--- config.mk ---
export PLATFORM = sky130hd
export DESIGN_NAME = sdram_refresh_seq
export DESIGN_NICKNAME = d
export VERILOG_FILES = /design/src/rtl/sdram_refresh_pkg.sv /design/src/rtl/refresh_dp.sv /design/src/rtl/refresh_ctrl.sv /design/src/rtl/sdram_refresh_seq.sv
export SDC_FILE = /design/constraint.sdc
export NUM_CORES = 1
export LEC_CHECK = 0
export BUFFER_PORTS_ARGS = -buffer_cell sky130_fd_sc_hd__buf_4
export CORE_UTILIZATION = 49
export CTS_BUF_LIST = sky130_fd_sc_hd__clkbuf_4 sky130_fd_sc_hd__clkbuf_8 sky130_fd_sc_hd__clkbuf_16
export DETAILED_ROUTE_END_ITERATION = 7
export PLACE_DENSITY = 0.75
export SYNTH_ARGS = -nofsm -noshare
export SYNTH_HDL_FRONTEND = slang
export SYNTH_SLANG_ARGS = --single-unit
--- constraint.sdc ---
create_clock -name clk -period 1.9 [get_ports clk]
set_clock_uncertainty 0.1 [all_clocks]
set_input_delay 0.38 -clock clk [delete_from_list [all_inputs] [get_ports clk]]
set_output_delay 0.38 -clock clk [all_outputs]
set_load 0.01 [all_outputs]
--- src/rtl/sdram_refresh_pkg.sv ---
package sdram_refresh_pkg;

  typedef enum logic [1:0] {
    CMD_NOP  = 2'd0,
    CMD_PALL = 2'd1,
    CMD_REF  = 2'd2
  } cmdSel_e;

  typedef enum logic [2:0] {
    ST_IDLE = 3'd0,
    ST_ARB  = 3'd1,
    ST_PALL = 3'd2,
    ST_TRP  = 3'd3,
    ST_REF  = 3'd4,
    ST_SELF = 3'd5,
    ST_SR   = 3'd6,
    ST_TRC  = 3'd7
  } seqState_e;

  typedef struct packed {
    logic    loadPre;
    logic    loadRec;
    logic    takeReq;
    cmdSel_e cmd;
    logic    ckeLow;
  } dpStrobe_t;

  // {csN, rasN, casN, weN}
  localparam logic [3:0] PIN_NOP  = 4'b0111;
  localparam logic [3:0] PIN_PALL = 4'b0010;
  localparam logic [3:0] PIN_REF  = 4'b0001;

endpackage

--- src/rtl/refresh_dp.sv ---
module refresh_dp
  import sdram_refresh_pkg::*;
#(
  parameter int INTW = 16,
  parameter int TW   = 2
) (
  input  logic            clk,
  input  logic            rstN,
  input  logic            refEnable,
  input  logic            refMode,
  input  logic [TW-1:0]   tPreSel,
  input  logic [TW-1:0]   tRecSel,
  input  logic [INTW-1:0] refInterval,
  input  dpStrobe_t       strobe,
  output logic            reqPending,
  output logic            delayDone,
  output logic            csN,
  output logic            rasN,
  output logic            casN,
  output logic            weN,
  output logic            addrA10,
  output logic            cke
);

  localparam int DW = TW + 1;

  logic [INTW-1:0] ivlCnt;
  logic [DW-1:0]   dlyCnt;
  logic            autoEn;
  logic            ivlTick;
  logic [3:0]      pinCode;

  assign autoEn  = refEnable & ~refMode;
  assign ivlTick = autoEn && (ivlCnt <= INTW'(1));

  // interval down-counter: reloads while auto-refresh is off
  always_ff @(posedge clk or negedge rstN) begin
    if (!rstN)                  ivlCnt <= '1;
    else if (!autoEn || ivlTick) ivlCnt <= refInterval;
    else                         ivlCnt <= ivlCnt - 1'b1;
  end

  // request held until granted; a fresh tick wins over a grant
  always_ff @(posedge clk or negedge rstN) begin
    if (!rstN)               reqPending <= 1'b0;
    else if (!refEnable)     reqPending <= 1'b0;
    else if (ivlTick)        reqPending <= 1'b1;
    else if (strobe.takeReq) reqPending <= 1'b0;
  end

  // shared idle-gap counter for precharge wait and recovery
  always_ff @(posedge clk or negedge rstN) begin
    if (!rstN)               dlyCnt <= '0;
    else if (strobe.loadPre) dlyCnt <= DW'(tPreSel) + DW'(1);
    else if (strobe.loadRec) dlyCnt <= DW'(tRecSel) + DW'(1);
    else if (dlyCnt != '0)   dlyCnt <= dlyCnt - 1'b1;
  end

  assign delayDone = (dlyCnt == DW'(1));

  always_comb begin
    case (strobe.cmd)
      CMD_PALL: pinCode = PIN_PALL;
      CMD_REF:  pinCode = PIN_REF;
      default:  pinCode = PIN_NOP;
    endcase
  end

  assign {csN, rasN, casN, weN} = pinCode;
  assign addrA10 = (strobe.cmd == CMD_PALL);
  assign cke     = ~strobe.ckeLow;

  p_gap_bounded_r5: assert property (@(posedge clk) disable iff (!rstN)
    dlyCnt <= DW'(1 << TW))
    else $error("idle-gap counter exceeds its field range");

  p_pending_enabled_r2: assert property (@(posedge clk) disable iff (!rstN)
    reqPending |-> $past(refEnable))
    else $error("request pending without refresh enabled");

endmodule

--- src/rtl/refresh_ctrl.sv ---
module refresh_ctrl
  import sdram_refresh_pkg::*;
(
  input  logic      clk,
  input  logic      rstN,
  input  logic      refEnable,
  input  logic      refMode,
  input  logic      accessIdle,
  input  logic      bankBusy,
  input  logic      reqPending,
  input  logic      delayDone,
  output dpStrobe_t strobe,
  output logic      memBusy
);

  seqState_e state, nextState;
  logic      isSelf, selfReq, grant;

  assign selfReq = refEnable & refMode;
  assign grant   = (state == ST_IDLE) && accessIdle && (selfReq || reqPending);

  always_ff @(posedge clk or negedge rstN) begin
    if (!rstN) begin
      state  <= ST_IDLE;
      isSelf <= 1'b0;
    end else begin
      state <= nextState;
      if (grant) isSelf <= selfReq;
    end
  end

  always_comb begin
    nextState      = state;
    strobe         = '0;
    strobe.cmd     = CMD_NOP;
    case (state)
      ST_IDLE: if (grant) begin
        strobe.takeReq = 1'b1;
        nextState      = ST_ARB;
      end
      ST_ARB: if (!bankBusy) nextState = ST_PALL;
      ST_PALL: begin
        strobe.cmd     = CMD_PALL;
        strobe.loadPre = 1'b1;
        nextState      = ST_TRP;
      end
      ST_TRP: if (delayDone) nextState = isSelf ? ST_SELF : ST_REF;
      ST_REF: begin
        strobe.cmd     = CMD_REF;
        strobe.loadRec = 1'b1;
        nextState      = ST_TRC;
      end
      ST_SELF: begin
        strobe.cmd    = CMD_REF;
        strobe.ckeLow = 1'b1;
        nextState     = ST_SR;
      end
      ST_SR: begin
        strobe.ckeLow = 1'b1;
        if (!refMode) begin
          strobe.loadRec = 1'b1;
          nextState      = ST_TRC;
        end
      end
      ST_TRC: if (delayDone) nextState = ST_IDLE;
      default: nextState = ST_IDLE;
    endcase
  end

  assign memBusy = (state != ST_IDLE);

  p_grant_idle_r3: assert property (@(posedge clk) disable iff (!rstN)
    $rose(memBusy) |-> $past(accessIdle))
    else $error("bus claimed while access engine active");

  p_self_needs_both_r7: assert property (@(posedge clk) disable iff (!rstN)
    (state == ST_ARB && $past(state) == ST_IDLE && isSelf) |-> $past(refMode && refEnable))
    else $error("self-refresh started without both controls");

endmodule

--- src/rtl/sdram_refresh_seq.sv ---
module sdram_refresh_seq
  import sdram_refresh_pkg::*;
#(
  parameter int INTW = 16,
  parameter int TW   = 2
) (
  input  logic            clk,
  input  logic            rstN,
  input  logic            refEnable,
  input  logic            refMode,
  input  logic [TW-1:0]   tPreSel,
  input  logic [TW-1:0]   tRecSel,
  input  logic [INTW-1:0] refInterval,
  input  logic            accessIdle,
  input  logic            bankBusy,
  output logic            csN,
  output logic            rasN,
  output logic            casN,
  output logic            weN,
  output logic            addrA10,
  output logic            cke,
  output logic            memBusy
);

  dpStrobe_t strobe;
  logic      reqPending, delayDone;
  logic [3:0] pins;

  refresh_ctrl u_ctrl (
    .clk(clk), .rstN(rstN), .refEnable(refEnable), .refMode(refMode),
    .accessIdle(accessIdle), .bankBusy(bankBusy), .reqPending(reqPending),
    .delayDone(delayDone), .strobe(strobe), .memBusy(memBusy)
  );

  refresh_dp #(.INTW(INTW), .TW(TW)) u_dp (
    .clk(clk), .rstN(rstN), .refEnable(refEnable), .refMode(refMode),
    .tPreSel(tPreSel), .tRecSel(tRecSel), .refInterval(refInterval),
    .strobe(strobe), .reqPending(reqPending), .delayDone(delayDone),
    .csN(csN), .rasN(rasN), .casN(casN), .weN(weN), .addrA10(addrA10), .cke(cke)
  );

  assign pins = {csN, rasN, casN, weN};

  p_pall_bank_free_r4: assert property (@(posedge clk) disable iff (!rstN)
    (pins == PIN_PALL) |-> !$past(bankBusy))
    else $error("precharge-all while a bank was busy");

  p_gap_before_refresh_r5: assert property (@(posedge clk) disable iff (!rstN)
    (pins == PIN_REF) |-> ($past(pins) == PIN_NOP))
    else $error("refresh command without preceding idle gap");

  p_self_holds_bus_r8: assert property (@(posedge clk) disable iff (!rstN)
    !cke |-> memBusy)
    else $error("clock-enable low while bus released");

  p_wake_quiet_r9: assert property (@(posedge clk) disable iff (!rstN)
    $rose(cke) |-> (pins == PIN_NOP && memBusy))
    else $error("command issued on self-refresh exit");

  p_idle_quiet_r11: assert property (@(posedge clk) disable iff (!rstN)
    !memBusy |-> (pins == PIN_NOP && cke))
    else $error("command issued while bus released");

endmodule

After elaboration in Yosys (flattened, before gate mapping)
Index checks and enable logic that the tools add are counted.
{"block": "classes", "add_sub_neg": 4, "magnitude_cmp": 1, "n_eq_ne": 16, "n_mux": 22, "bitwise": 4, "reduce_logical": 13}
{"op": "two-way mux 3 bit", "n": 8}
{"op": "one-hot mux 3 bit (8 select lines)", "n": 1}
{"op": "less-or-equal comparator 16 x 1 -> 1 bit, second input constant", "n": 1}
{"op": "two-way mux 16 bit", "n": 1}
{"op": "subtractor 16 x 1 -> 16 bit, second input constant", "n": 1}
{"op": "== test 3 bit, second input constant", "n": 4}
{"op": "two-way mux 1 bit", "n": 9}
{"op": "nonzero test 3 bit", "n": 3}
{"op": "inequality test 2 bit, second input constant", "n": 4}
{"op": "adder 2 x 1 -> 3 bit, second input constant", "n": 2}
{"op": "== test 3 x 1 -> 1 bit, second input constant", "n": 2}
{"op": "== test 3 x 2 -> 1 bit, second input constant", "n": 2}
{"op": "one-hot mux 3 bit (2 select lines)", "n": 1}
{"op": "AND reduction 5 bit", "n": 1}
{"op": "one-hot mux 2 bit (2 select lines)", "n": 1}
{"op": "OR reduction 2 bit", "n": 2}
{"op": "logical AND 1 bit", "n": 3}
{"op": "logical NOT 3 bit", "n": 1}
{"op": "inequality test 3 x 1 -> 1 bit, second input constant", "n": 1}
{"op": "subtractor 3 x 1 -> 3 bit, second input constant", "n": 1}
{"op": "bitwise AND 1 bit", "n": 2}
{"op": "== test 2 x 1 -> 1 bit, second input constant", "n": 1}
{"op": "== test 2 bit, second input constant", "n": 1}
{"op": "logical OR 1 bit", "n": 2}
{"op": "other kinds (4)", "n": 5}
{"block": "totals", "reg_bits": 24, "wordCells": 65}

Longest topological paths before layout
Gate-level depths: netlist (run 1).
{"block": "logic_depth", "depth_word": 8, "ltp_mapped": 7, "ltp_nobuf": 6}

By module
Synthesis (run 1) repeated with hierarchy kept, for this count alone.
{"block": "unflattened", "hier_cells": 167, "hier_area_um2": 1564.0}
{"module": "refresh_dp", "instances": 1, "cells_each": 134, "area_per_inst_um2": 1248.7, "seq_area_each_um2": 520.5}
{"module": "refresh_ctrl", "instances": 1, "cells_each": 33, "area_per_inst_um2": 315.3, "seq_area_each_um2": 100.1}

Least setup slack after synthesis (run 1)
Ideal clock, no wire load.
{"block": "synth_path", "path_kind": "register to register", "start": "register u_dp.ivlCnt[7]", "end": "register u_dp.ivlCnt[10]", "setup_time_ps": 82, "arrival_time_ps": 1859, "required_ps": 1718, "path_slack_ps": -142, "path_stages_with_launch": 5, "period_less_slack_ps": 2042, "cell_sequence": "dfstp_2 or4_4 o311ai_4 buf_12 mux2_4"}
{"block": "synth_between", "elab_chain_cells": 4, "elab_cells_between_ends": 5, "classes_between": "add/sub (1); order compare (1); mux (1); reduce/logical (2)"}
{"element": "start: declaration", "line_no": "refresh_dp.sv:27", "rtl": "logic [INTW-1:0] ivlCnt;"}
{"element": "start signal: assignment", "line_no": "refresh_dp.sv:39", "rtl": "else if (!autoEn || ivlTick) ivlCnt <= refInterval;"}
{"element": "start signal: assignment", "line_no": "refresh_dp.sv:40", "rtl": "else ivlCnt <= ivlCnt - 1'b1;"}
{"element": "less-or-equal comparator 16 x 1 -> 1 bit", "line_no": "refresh_dp.sv:34", "rtl": "assign ivlTick = autoEn && (ivlCnt <= INTW'(1));"}
{"element": "logical AND 1 bit", "line_no": "refresh_dp.sv:34"}
{"element": "logical OR 1 bit", "line_no": "refresh_dp.sv:39"}
{"element": "two-way mux 16 bit (*)", "line_no": "refresh_dp.sv:39"}
Mark *: on every way between the ends. The rest lies on a longest branch, timed or not.
A chain may end at the register's enable or synchronous reset.

Worst setup path after layout (run 1)
{"block": "layout_path", "start": "register u_ctrl.state[0]", "end": "output port rasN"}
{"block": "layout_between", "elab_chain_cells": 5, "elab_cells_between_ends": 8, "classes_between": "eq/ne (5); mux (2); reduce/logical (1)"}
{"element": "start: declaration", "line_no": "refresh_ctrl.sv:16", "rtl": "seqState_e state, nextState;"}
{"element": "start signal: assignment", "line_no": "refresh_ctrl.sv:27", "rtl": "state <= nextState;"}
{"element": "== test 3 bit", "line_no": "refresh_ctrl.sv:36", "rtl": "case (state)"}
{"element": "OR reduction 2 bit (no line)"}
{"element": "one-hot mux 2 bit (2 select lines) (*)", "line_no": "refresh_ctrl.sv:36"}
{"element": "== test 2 bit or == test 2 x 1 -> 1 bit (tied branches)", "line_no": "refresh_dp.sv:62", "rtl": "case (strobe.cmd)"}
{"element": "one-hot mux 3 bit (2 select lines) (*)", "line_no": "refresh_dp.sv:62"}
{"element": "end: declaration", "line_no": "sdram_refresh_seq.sv:17", "rtl": "output logic rasN,"}
Marks and branches as above.

==> flow_summary.json, run 1 <==
{
  "synth-edff-count": 0,
  "die_w_um": 59.4,
  "synth.distinct_cells": 42,
  "async_flop_share_pct": 100,
  "outcome": "finished with violations",
  "place.gp.congestion": 0.821,
  "leakage_uw": 0.00104,
  "post_layout_worst_setup_margin_ps": -139,
  "final_common_cell": "sky130_fd_sc_hd__buf_4",
  "synth_adder_area_share_pct": 7.75,
  "floorplan.initialDensity_pct": 52.4,
  "cts_inserted_buffers": 3,
  "floorplan.rows": 20,
  "drv_cap": 0,
  "clock-sinks": 24,
  "final-hold-violation-count": 0,
  "nets_final": 247,
  "synth-compound-area-share_pct": 10.7,
  "layout.cells.most_common_list": "sky130_fd_sc_hd__buf_4, sky130_fd_sc_hd__dfstp_2, sky130_fd_sc_hd__mux2_4",
  "worstSetupPathType": "register to primary output",
  "design.portCount": 33,
  "max_clock_freq_mhz": 490,
  "place_hpwl_um": 2590,
  "mappedNetlistArea_um2": 1610,
  "yosys.area_share.simple_pct": 15.8,
  "clock_tree_from_tritoncts": "yes",
  "synthToLayoutAreaGrowth_pct": 40.2,
  "min_delay_path_depth": 3,
  "overflow": 0,
  "grt_pass1_wl_um": 6390,
  "synthCells": 156,
  "worst_setup_slack_after_placement_ps": -266,
  "routed_wirelength_um": 3870,
  "insertion_delay_ps": 330,
  "wire_per_inst_um": 15.2,
  "root_buffer": "sky130_fd_sc_hd__clkbuf_4",
  "drv_slew": 0,
  "routed_via_density": 5.35,
  "crit_arrival_ps": 1560,
  "postSynth.topFlopCell": "sky130_fd_sc_hd__dfstp_2",
  "total_die_area_um2": 3530,
  "count_of_input_and_output_buffers": 31,
  "rsz0062_at_grt": "yes",
  "grt_antenna_before_repair": 0,
  "antenna_left": 0,
  "timing.critical_path.to_type": "primary output",
  "failed_checks": "setup timing",
  "synth_top_family_by_area": "simple AND/OR/NAND/NOR gates",
  "dieHeight_um": 59.4,
  "timing.critical_path.from_type": "register",
  "ff2ff_path_depth": 4,
  "synthMuxAreaShare_pct": 13.2,
  "drcViolationCount": 0,
  "whs_ps": 147,
  "path_max_fanout": 3,
  "clk_path_buf_depth": 2,
  "rr_endpoint": "u_dp.ivlCnt[11]$_DFF_PN1_",
  "grt_start_max_net_pins": 25,
  "hold_path_class": "input port to register",
  "postSynthAreaPerCell_um2": 10.3,
  "antenna-diode-count": 0,
  "grt_pass1_vias": 1462,
  "ir_worst_vdd_v": 0.000564,
  "dr.first_iter.drc_count": 48,
  "dr_total_vias": 1358,
  "setup_viol": 21,
  "ys_seq_elements": 24,
  "timing.hold.worst_endpoint": "u_dp.ivlCnt[1]$_DFF_PN1_",
  "cts-htree-levels": 1,
  "period_share_pct": 107,
  "detail_route.first_pass.iterations": 4,
  "syn-num-nets": 192,
  "ys_seq_area_share_pct": 38.4,
  "tmin_final_ps": 2040,
  "power_per_cell_area_nw_per_um2": 862,
  "worstReg2RegStart": "u_dp.ivlCnt[7]$_DFF_PN1_",
  "grt_use_total_pct": 24.8,
  "core_region_area_um2": 3080,
  "synth-xor-area-share_pct": 8.14,
  "post_route_cells_drive_above_1_share_pct": 52.9,
  "path_clk_slew_ps": 130,
  "cp.required_ps": 1420,
  "r2r_setup_slack_ps": -60,
  "hold_start": "refInterval[1]",
  "synth_warnings": 0
}
==> final cells by class <==
class / count / area, um2
well taps: 44 / 55.1
fillers: 210 / 816
repair buffers: 56 / 464
multi-input cells: 113 / 1030
clock buffers: 4 / 36.3
flip-flops and latches: 24 / 621
inverters: 13 / 51.3
==> layer usage <==
metal	up-vias	track usage, %	wire [um]
met5	-	0	0
met4	0	12.6	128
met3	15	3.28	120
met2	36	46.9	2120
met1	654	26.7	1500
li1	653	-	-
==> registers in the layout, indices dropped and copies added (netlist names) <==
name	flops
u_dp.ivlCnt	16
u_ctrl.state	3
u_dp.reqPending	1
u_dp.dlyCnt	3
u_ctrl.isSelf	1
==> how the worst max path moves through the flow <==
stage	start	endpoint	slack [ps]
after floorplan	u_dp.ivlCnt[7]$_DFF_PN1_	u_dp.ivlCnt[10]$_DFF_PN1_	-120
after global placement	u_dp.ivlCnt[0]$_DFF_PN1_	u_dp.ivlCnt[12]$_DFF_PN1_	-110
after detailed placement	u_dp.ivlCnt[0]$_DFF_PN1_	u_dp.ivlCnt[14]$_DFF_PN1_	-270
after CTS	u_ctrl.state[0]$_DFFE_PN0P_	rasN	-110
after global routing	u_ctrl.state[0]$_DFFE_PN0P_	rasN	-180
final	u_ctrl.state[0]$_DFFE_PN0P_	rasN	-140
==> critical path: stages, from the launching register on <==
cell and delay, ps:
sky130_fd_sc_hd__dfrtp_1 430, sky130_fd_sc_hd__or3b_4 430, sky130_fd_sc_hd__ha_4 280, sky130_fd_sc_hd__buf_6 90
==> stage by stage <==
stage               area, um2  util [%]  setup TNS (ps)  total power [uW]  std cells
floorplan                1620         -           -1130              1200        156
global placement         2000      64.9            -730              1430        242
detailed placement       2000      64.9           -1520              1470        242
CTS                      2220      72.2            -986              1870        252
global route             2260      73.5           -2380              2080        254
finish                   2260      73.5           -1380              1950        254
==> cells in the mapped netlist, drive strengths merged, types with 4 or more instances <==
cell / number / area, um2
a21oi: 8 / 40.0
dfrtp: 8 / 200
dfstp: 16 / 420
ha: 10 / 125
inv: 13 / 48.8
mux2: 15 / 203
nand2: 8 / 30.0
nand3: 4 / 20.0
nor2: 8 / 30.0
nor2b: 4 / 25.0
nor3: 4 / 25.0
nor4: 5 / 31.3
o21ai: 5 / 25.0
xnor2: 10 / 87.6
xor2: 5 / 43.8
==> what timing repair did <==
action,in CTS,in global routing
endpoints found under the hold margin,8,0
gates cloned,1,0
hold buffers,1,0
setup endpoints to repair,20,23
buffers inserted,5,4
gates resized for setup,31,12
pin swaps,6,5
==> power breakdown <==
group	internal (uW)	leakage (uW)	switching, uW	total (uW)
Combinational	518	0.000756	444	963
Clock	117	0.0000210	160	277
Sequential	629	0.000259	80.4	710
Total	1260	0.00104	685	1950
==> cell families after synthesis <==
family / count (synthesis)
multiplexers: 16
flip-flops: 24
other: 1
buffers and inverters: 19
AND/OR/NAND/NOR: 46
XOR/XNOR: 15
AO/OA/AOI/OAI: 25
adder cells (fa/ha/maj): 10
Power figures use the tool's default switching activity.
==> run 2, diff against run 1 <==
- PLACE_DENSITY: 0.75 -> unset
- PLACE_DENSITY_LB_ADDON: unset -> 0.05
- RECOVER_POWER: unset -> 100
==> flow_summary.json, run 2 (synthesis gave the netlist of run 1 again) <==
{
  "outcome": "finished with violations",
  "failed_checks": "setup timing",
  "drv_slew": 0,
  "path_clk_slew_ps": 120,
  "power_per_cell_area_nw_per_um2": 870,
  "worstReg2RegStart": "u_dp.ivlCnt[3]$_DFF_PN1_",
  "timing.critical_path.from_type": "register",
  "pin_slew_with_the_least_headroom_to_its_limit_ps": 599,
  "wire_per_inst_um": 14.0,
  "antenna_left": 0,
  "insertion_delay_ps": 310,
  "clock-sinks": 24,
  "path_max_fanout": 3,
  "timing.max_slew.rel_slack_pct": 60.1,
  "sw_frac_of_total_pct": 33.3,
  "final-hold-violation-count": 0,
  "drv_cap": 0,
  "max_ffs_per_register": 16,
  "dr_total_vias": 1355,
  "core_region_area_um2": 3080,
  "r2r_setup_slack_ps": -30,
  "drcViolationCount": 0,
  "nets_final": 248,
  "ir_worst_vdd_v": 0.000463,
  "final_common_cell": "sky130_fd_sc_hd__buf_4",
  "period_share_pct": 104,
  "floorplan.rows": 20,
  "detail_route.first_pass.iterations": 4,
  "tmin_final_ps": 1980,
  "post_layout_worst_setup_margin_ps": -82.9,
  "post_route_cells_drive_above_1_share_pct": 53.1,
  "relative_contribution_of_combinational_cells_to_total_power_pct": 46.1,
  "timing.hold.worst_endpoint": "u_dp.ivlCnt[1]$_DFF_PN1_",
  "die_w_um": 59.4,
  "layout.cells.most_common_list": "sky130_fd_sc_hd__buf_4, sky130_fd_sc_hd__mux2_4, sky130_fd_sc_hd__dfstp_2",
  "power_uw": 1970,
  "num-fill-cells": 238,
  "grt_pass1_vias": 1426,
  "grt_use_total_pct": 22.8,
  "max_clock_freq_mhz": 504,
  "top_regs": "u_dp.ivlCnt (16), u_ctrl.state (3), u_dp.dlyCnt (3)",
  "timing.critical_path.to_type": "primary output",
  "cts-htree-levels": 1,
  "routed_wirelength_um": 3580,
  "place_hpwl_um": 2440,
  "internal-power_uw": 1310,
  "worst_setup_slack_after_placement_ps": -208,
  "worstSetupPathType": "register to primary output",
  "overflow": 0,
  "clk_path_buf_depth": 2,
  "seq_power_share_pct": 35.6,
  "grt_pass1_wl_um": 6070,
  "cp.required_ps": 1420,
  "setup_viol": 21,
  "total_die_area_um2": 3530,
  "power.share.clock_pct": 18.4,
  "root_buffer": "sky130_fd_sc_hd__clkbuf_4",
  "hold_path_class": "input port to register",
  "synthToLayoutAreaGrowth_pct": 40.2,
  "totalNegativeSetupSlack_ps": -569,
  "clock_tree_from_tritoncts": "yes",
  "routed_via_density": 5.31,
  "min_delay_path_depth": 3,
  "leakage_uw": 0.00103,
  "switchingPower_uw": 655,
  "grt_start_max_net_pins": 25,
  "grt_antenna_before_repair": 0,
  "cts_inserted_buffers": 3,
  "place.gp.congestion": 0.769,
  "floorplan.initialDensity_pct": 52.4,
  "rr_endpoint": "u_dp.ivlCnt[2]$_DFF_PN1_",
  "dr.first_iter.drc_count": 47,
  "rsz0062_at_grt": "yes",
  "largest_register": "u_dp.ivlCnt",
  "design.portCount": 33,
  "share_of_the_core_filled_with_cells_in_the_final_layout_pct": 73.5,
  "crit_arrival_ps": 1500,
  "ff2ff_path_depth": 6,
  "dieHeight_um": 59.4,
  "count_of_input_and_output_buffers": 31,
  "antenna-diode-count": 0,
  "hold_start": "refInterval[1]"
}
-- run 2: cell types whose count changed in the layout (fill, tap and decap cells not counted), moves of 2 or more --
cell,before,now
sky130_fd_sc_hd__buf_4,44,48
sky130_fd_sc_hd__buf_6,11,6
sky130_fd_sc_hd__ha_2,2,0
sky130_fd_sc_hd__ha_4,3,5
sky130_fd_sc_hd__inv_1,10,8
sky130_fd_sc_hd__inv_2,2,4
-- run 2: critical path, cell delays in order, from the launching register on --
cell and delay (ps):
sky130_fd_sc_hd__dfrtp_1 400, sky130_fd_sc_hd__or3b_4 440, sky130_fd_sc_hd__ha_4 280, sky130_fd_sc_hd__buf_6 90
-- run 2: power by group through the flow --
stage | clock, uW | sequential (uW) | combinational (uW)
2_1_floorplan | 0 | 688 | 510
3_3_place_gp | 0 | 697 | 756
3_5_place_dp | 0 | 700 | 783
4_1_cts | 375 | 696 | 898
5_1_grt | 396 | 712 | 1000
6_report | 362 | 700 | 907
-- run 2: area by class of cell --
cell class | instances | area, um2 | area share [%]
clock inverter | 1 | 30.0 | 1.33
inverter | 13 | 51.3 | 2.27
sequential | 24 | 621 | 27.4
clock buffer | 3 | 22.5 | 0.996
tap | 44 | 55.1 | 2.43
timing repair buffer | 57 | 447 | 19.7
multi-input combinational | 113 | 1040 | 45.8
-- run 2: worst max-delay path by stage --
stage / startpoint / to / cells past startpoint
floorplan: u_dp.ivlCnt[7]$_DFF_PN1_ / u_dp.ivlCnt[10]$_DFF_PN1_ / 4
global placement: u_dp.ivlCnt[0]$_DFF_PN1_ / u_dp.ivlCnt[10]$_DFF_PN1_ / 6
detailed placement: u_dp.ivlCnt[0]$_DFF_PN1_ / u_dp.ivlCnt[12]$_DFF_PN1_ / 6
CTS: u_ctrl.state[2]$_DFFE_PN0P_ / rasN / 3
global route: u_ctrl.state[2]$_DFFE_PN0P_ / rasN / 3
finish: u_ctrl.state[2]$_DFFE_PN0P_ / rasN / 3
-- run 2: what timing repair did --
item | CTS | global route
hold endpoints to repair | 8 | 0
hold buffers | 1 | 0
cloned | 1 | 0
pin swaps | 7 | 1
resized for setup | 32 | 8
buffers inserted | 5 | 2
setup endpoints to repair | 19 | 24
-- run 2: per-layer routing --
metal	vias to the layer above	wire [um]	GRT usage (%)
met2	35	1930	42.5
met4	0	31	7.14
li1	651	-	-
met3	4	95	2.40
met1	665	1520	27.1
met5	-	0	0
-- run 2: per-stage QoR --
| step | cell area, um2 | hold slack (ps) | std cells |
|---|---|---|---|
| after floorplan | 1620 | -15.6 | 156 |
| after global placement | 2030 | 195 | 246 |
| after detailed placement | 2030 | 198 | 246 |
| after CTS | 2270 | 161 | 256 |
| after global routing | 2260 | 152 | 255 |
| final | 2260 | 171 | 255 |
